[src/rtl/prio_irq_ctrl.sv]
module prio_irq_ctrl #(
  parameter int N_LVL = 8,
  localparam int LW = $clog2(N_LVL)
) (
  input  logic             clk,
  input  logic             rst_n,
  input  logic [N_LVL-1:0] hw_req,
  input  logic [N_LVL-1:0] hw_en,
  input  logic             sw_set,
  input  logic [LW-1:0]    sw_lvl,
  input  logic             io_cycle,
  input  logic             ack,
  input  logic             ret,
  output logic             irq,
  output logic [LW-1:0]    vec,
  output logic [N_LVL-1:0] pend,
  output logic [N_LVL-1:0] act
);

  localparam logic [N_LVL-1:0] ONE = {{(N_LVL-1){1'b0}}, 1'b1};

  function automatic logic [LW-1:0] top_idx(input logic [N_LVL-1:0] v);
    top_idx = '0;
    for (int i = 0; i < N_LVL; i++)
      if (v[i]) top_idx = LW'(i);
  endfunction

  logic [LW-1:0]    p_top, a_top;
  logic             take;
  logic [N_LVL-1:0] new_req, take_mask, ret_mask;

  assign p_top = top_idx(pend);
  assign a_top = top_idx(act);

  assign irq  = (|pend) && (~|act || p_top > a_top);
  assign vec  = p_top;
  assign take = ack & irq;

  assign new_req   = io_cycle ? '0 : ((hw_req & hw_en) | (sw_set ? (ONE << sw_lvl) : '0));
  assign take_mask = take ? (ONE << p_top) : '0;
  assign ret_mask  = (ret && |act) ? (ONE << a_top) : '0;

  always_ff @(posedge clk or negedge rst_n) begin
    if (!rst_n) begin
      pend <= '0;
      act  <= '0;
    end else begin
      pend <= (pend & ~take_mask) | new_req;
      act  <= (act & ~ret_mask) | take_mask;
    end
  end

endmodule

[config.mk]
export PLATFORM = sky130hd
export DESIGN_NAME = prio_irq_ctrl
export DESIGN_NICKNAME = d
export VERILOG_FILES = /design/src/rtl/prio_irq_ctrl.sv
export SDC_FILE = /design/constraint.sdc
export NUM_CORES = 1
export LEC_CHECK = 0
export BUFFER_PORTS_ARGS = -buffer_cell sky130_fd_sc_hd__buf_2
export CAP_MARGIN = 20
export CORE_MARGIN = 2
export CORE_UTILIZATION = 40
export DETAILED_ROUTE_END_ITERATION = 16
export PLACE_DENSITY = 0.78
export RECOVER_POWER = 25
export SKIP_LAST_GASP = 1
export SLEW_MARGIN = 0
export SYNTH_ARGS = -nofsm -noshare
export SYNTH_HDL_FRONTEND = slang
export SYNTH_SLANG_ARGS = --single-unit
[constraint.sdc]
create_clock -name clk -period 3.63 [get_ports clk]
set_input_delay 0.726 -clock clk [delete_from_list [all_inputs] [get_ports clk]]
set_output_delay 0.726 -clock clk [all_outputs]
set_load 0.05 [all_outputs]
==> flow_summary.json <==
{
  "crit_family": "compound AO/OA/AOI/OAI gates",
  "syn_to_final_growth_pct": 31.1,
  "postCtsSetupRepairBufs": 0,
  "postRouteAntennaNets": 0,
  "first_global_vias": 1220,
  "worst-path-max-fanout": 5,
  "gp_congestion": 0.902,
  "yosysMostFrequentCell": "nor2_1",
  "multi_input_area_sq_um": 687,
  "yosysSeqAreaShare": 0.372,
  "rows": 18,
  "cp_slowest_cell": "dfrtp_1",
  "status": "finished, final reports clean",
  "grt_pass1_wl_um": 5350,
  "layout-drive-gt1-share": 0.347,
  "synth.area.top_cells": "dfrtp_1 (37%), nor2_1 (7.7%), a21oi_1 (4.2%), nor4_1 (3.5%), a32oi_1 (3.3%)",
  "die_w_um": 55.9,
  "synth-edff-count": 0,
  "drv_slew": 0,
  "initialDrtViolationCount": 66,
  "cts_sinks": 16,
  "use_met2": 0.366,
  "syn_area_sq_mm": 0.00108,
  "fmax_mhz": 290,
  "ys_async_sr_fraction": 1.00,
  "seq_area_sq_um": 402,
  "avgViaCountPerCell": 6.02,
  "grt_overflow": 0,
  "htreeDepth": 1,
  "initial_core_util": 0.427,
  "critPathRequiredTime_ns": 2.90,
  "grt_use_met1": 0.259,
  "ios": 45,
  "arrival_ns": 2.72,
  "first_pass_iters": 6,
  "clkTransAtPathRegs_ns": 0.10,
  "finalHoldViolCount": 0,
  "setup_viol": 0,
  "syn_avg_cell_area_sq_um": 8.55,
  "dieArea_sq_mm": 0.00312,
  "core-area_sq_mm": 0.00252,
  "clock_latency_ns": 0.30,
  "grt-busiest-layer": "met2",
  "path_buf_inv": 3,
  "synth_top_cell_area_share": 0.372,
  "antenna_found_initial": 0,
  "cts_tree": "yes",
  "track_usage": 0.217,
  "critical-path-max-stage-delay_ns": 0.43,
  "die_h_um": 55.9,
  "relSlewSlack": 0.412,
  "rsz0062_at_grt": "no",
  "hold_buffers": 0,
  "drc": 0,
  "cts-root-buf": "clkbuf_4",
  "crit_type": "flop to primary output",
  "worstPathCellList": "inv_1 > a21oi_1 > o21a_1 > o21ai_4 > inv_1 > ha_1 > nand2_1 > a22o_1 > a31oi_2 > and3_1 > a21oi_2 > buf_2",
  "wl_um": 3250,
  "yosys-top-cells-count": "nor2_1 (22), dfrtp_1 (16), a21oi_1 (9), nand2_1 (9), inv_1 (7)",
  "synth_fp_nets": 153,
  "portBuffers": 44,
  "skew_ns": 0.00575,
  "post-route-util": 0.560,
  "critPathMostFrequentCell": "inv_1",
  "post_cts_resized": 0,
  "cp-start-kind": "flop",
  "cp-end-kind": "primary output",
  "synthFlopType": "dfrtp_1",
  "synth.distinct_cells": 40,
  "fin_nets": 201,
  "cts_made_buffers": 3,
  "num-fill-cells": 251,
  "synthCells": 126,
  "synth_warnings": 0,
  "setup_tns_ns": 0,
  "vias": 1222,
  "wl_per_cell_um": 16.0,
  "clock_path_buffers": 2,
  "ys_ff_latch": 16,
  "diodes": 0,
  "period_needed_ns": 3.44,
  "timing.final.crit_share": 0.948,
  "worst_pin_slew_ns": 0.882,
  "hold_path_class": "primary input to async pin",
  "hpwl_um": 2570,
  "yosysTopAreaCell": "dfrtp_1",
  "met3_usage": 0.0302,
  "max-cap-violations": 0,
  "grt_max_degree": 17
}
[registers in the layout (all words and copies together), names as in the netlist]
signal and flops:
act 8, pend 8
[worst reg2reg max path, delay by kind of cell, from the launching register on]
| kind | cells | cell delay, ns |
|---|---|---|
| fa+ha+maj | 1 | 0.33 |
| buf+inv | 2 | 0.13 |
| compound gates | 6 | 1.34 |
| simple gates | 1 | 0.25 |
| flops | 1 | 0.43 |
[layout by cell type (no fill, tap or decap), types with 4 or more instances in the layout]
| cell | n |
|---|---|
| nor2_1 | 22 |
| nor4_1 | 5 |
| buf_2 | 43 |
| nand2_1 | 9 |
| a21oi_1 | 8 |
| inv_1 | 7 |
| dfrtp_1 | 15 |
| a32oi_1 | 4 |
[cells by family after synthesis]
group / Yosys count / share of synthesized area
flops: 16 / 0.372
compound gates: 45 / 0.302
simple gates: 54 / 0.271
fa+ha+maj: 2 / 0.0232
buf+inv: 9 / 0.0325
[final cells by class]
| cell class | instances | area share |
|---|---|---|
| Sequential cell | 16 | 0.284 |
| Inverter | 8 | 0.0221 |
| Multi-Input combinational cell | 101 | 0.486 |
| Timing Repair Buffer | 44 | 0.155 |
| Tap cell | 30 | 0.0266 |
| Clock buffer | 4 | 0.0257 |
[path summary, 6_finish.rpt]
check,from,end,slack [ns],depth (start not counted)
max,pend[2],irq,0.19,12
min,rst_n,pend[5],0.51,1
min in group clk,act[0],act[0],0.55,2
max reg2reg,pend[2],pend[1],1.05,10
min reg2reg,act[0],act[0],0.55,2
max in group asynchronous,rst_n,pend[5],2.52,1
[metal layers]
layer  vias to the layer above  routed length (um)
met5                         -                   0
met1                       557                1320
met2                        75                1590
met3                        13                 229
li1                        577                   -
met4                         0                 108
[stage by stage]
step                cells  setup slack, ns  cell area, sq um  hold WS (ns)
finish                203            0.187              1410         0.514
global route          203           0.0346              1410         0.596
CTS                   203            0.105              1390         0.340
detailed placement    199            0.429              1350         0.531
global placement      199            0.566              1350         0.529
floorplan             126           0.0650              1100         0.430
Power is not shown: default switching activity piles up to over one toggle a cycle in this logic, so the estimate is an artifact.
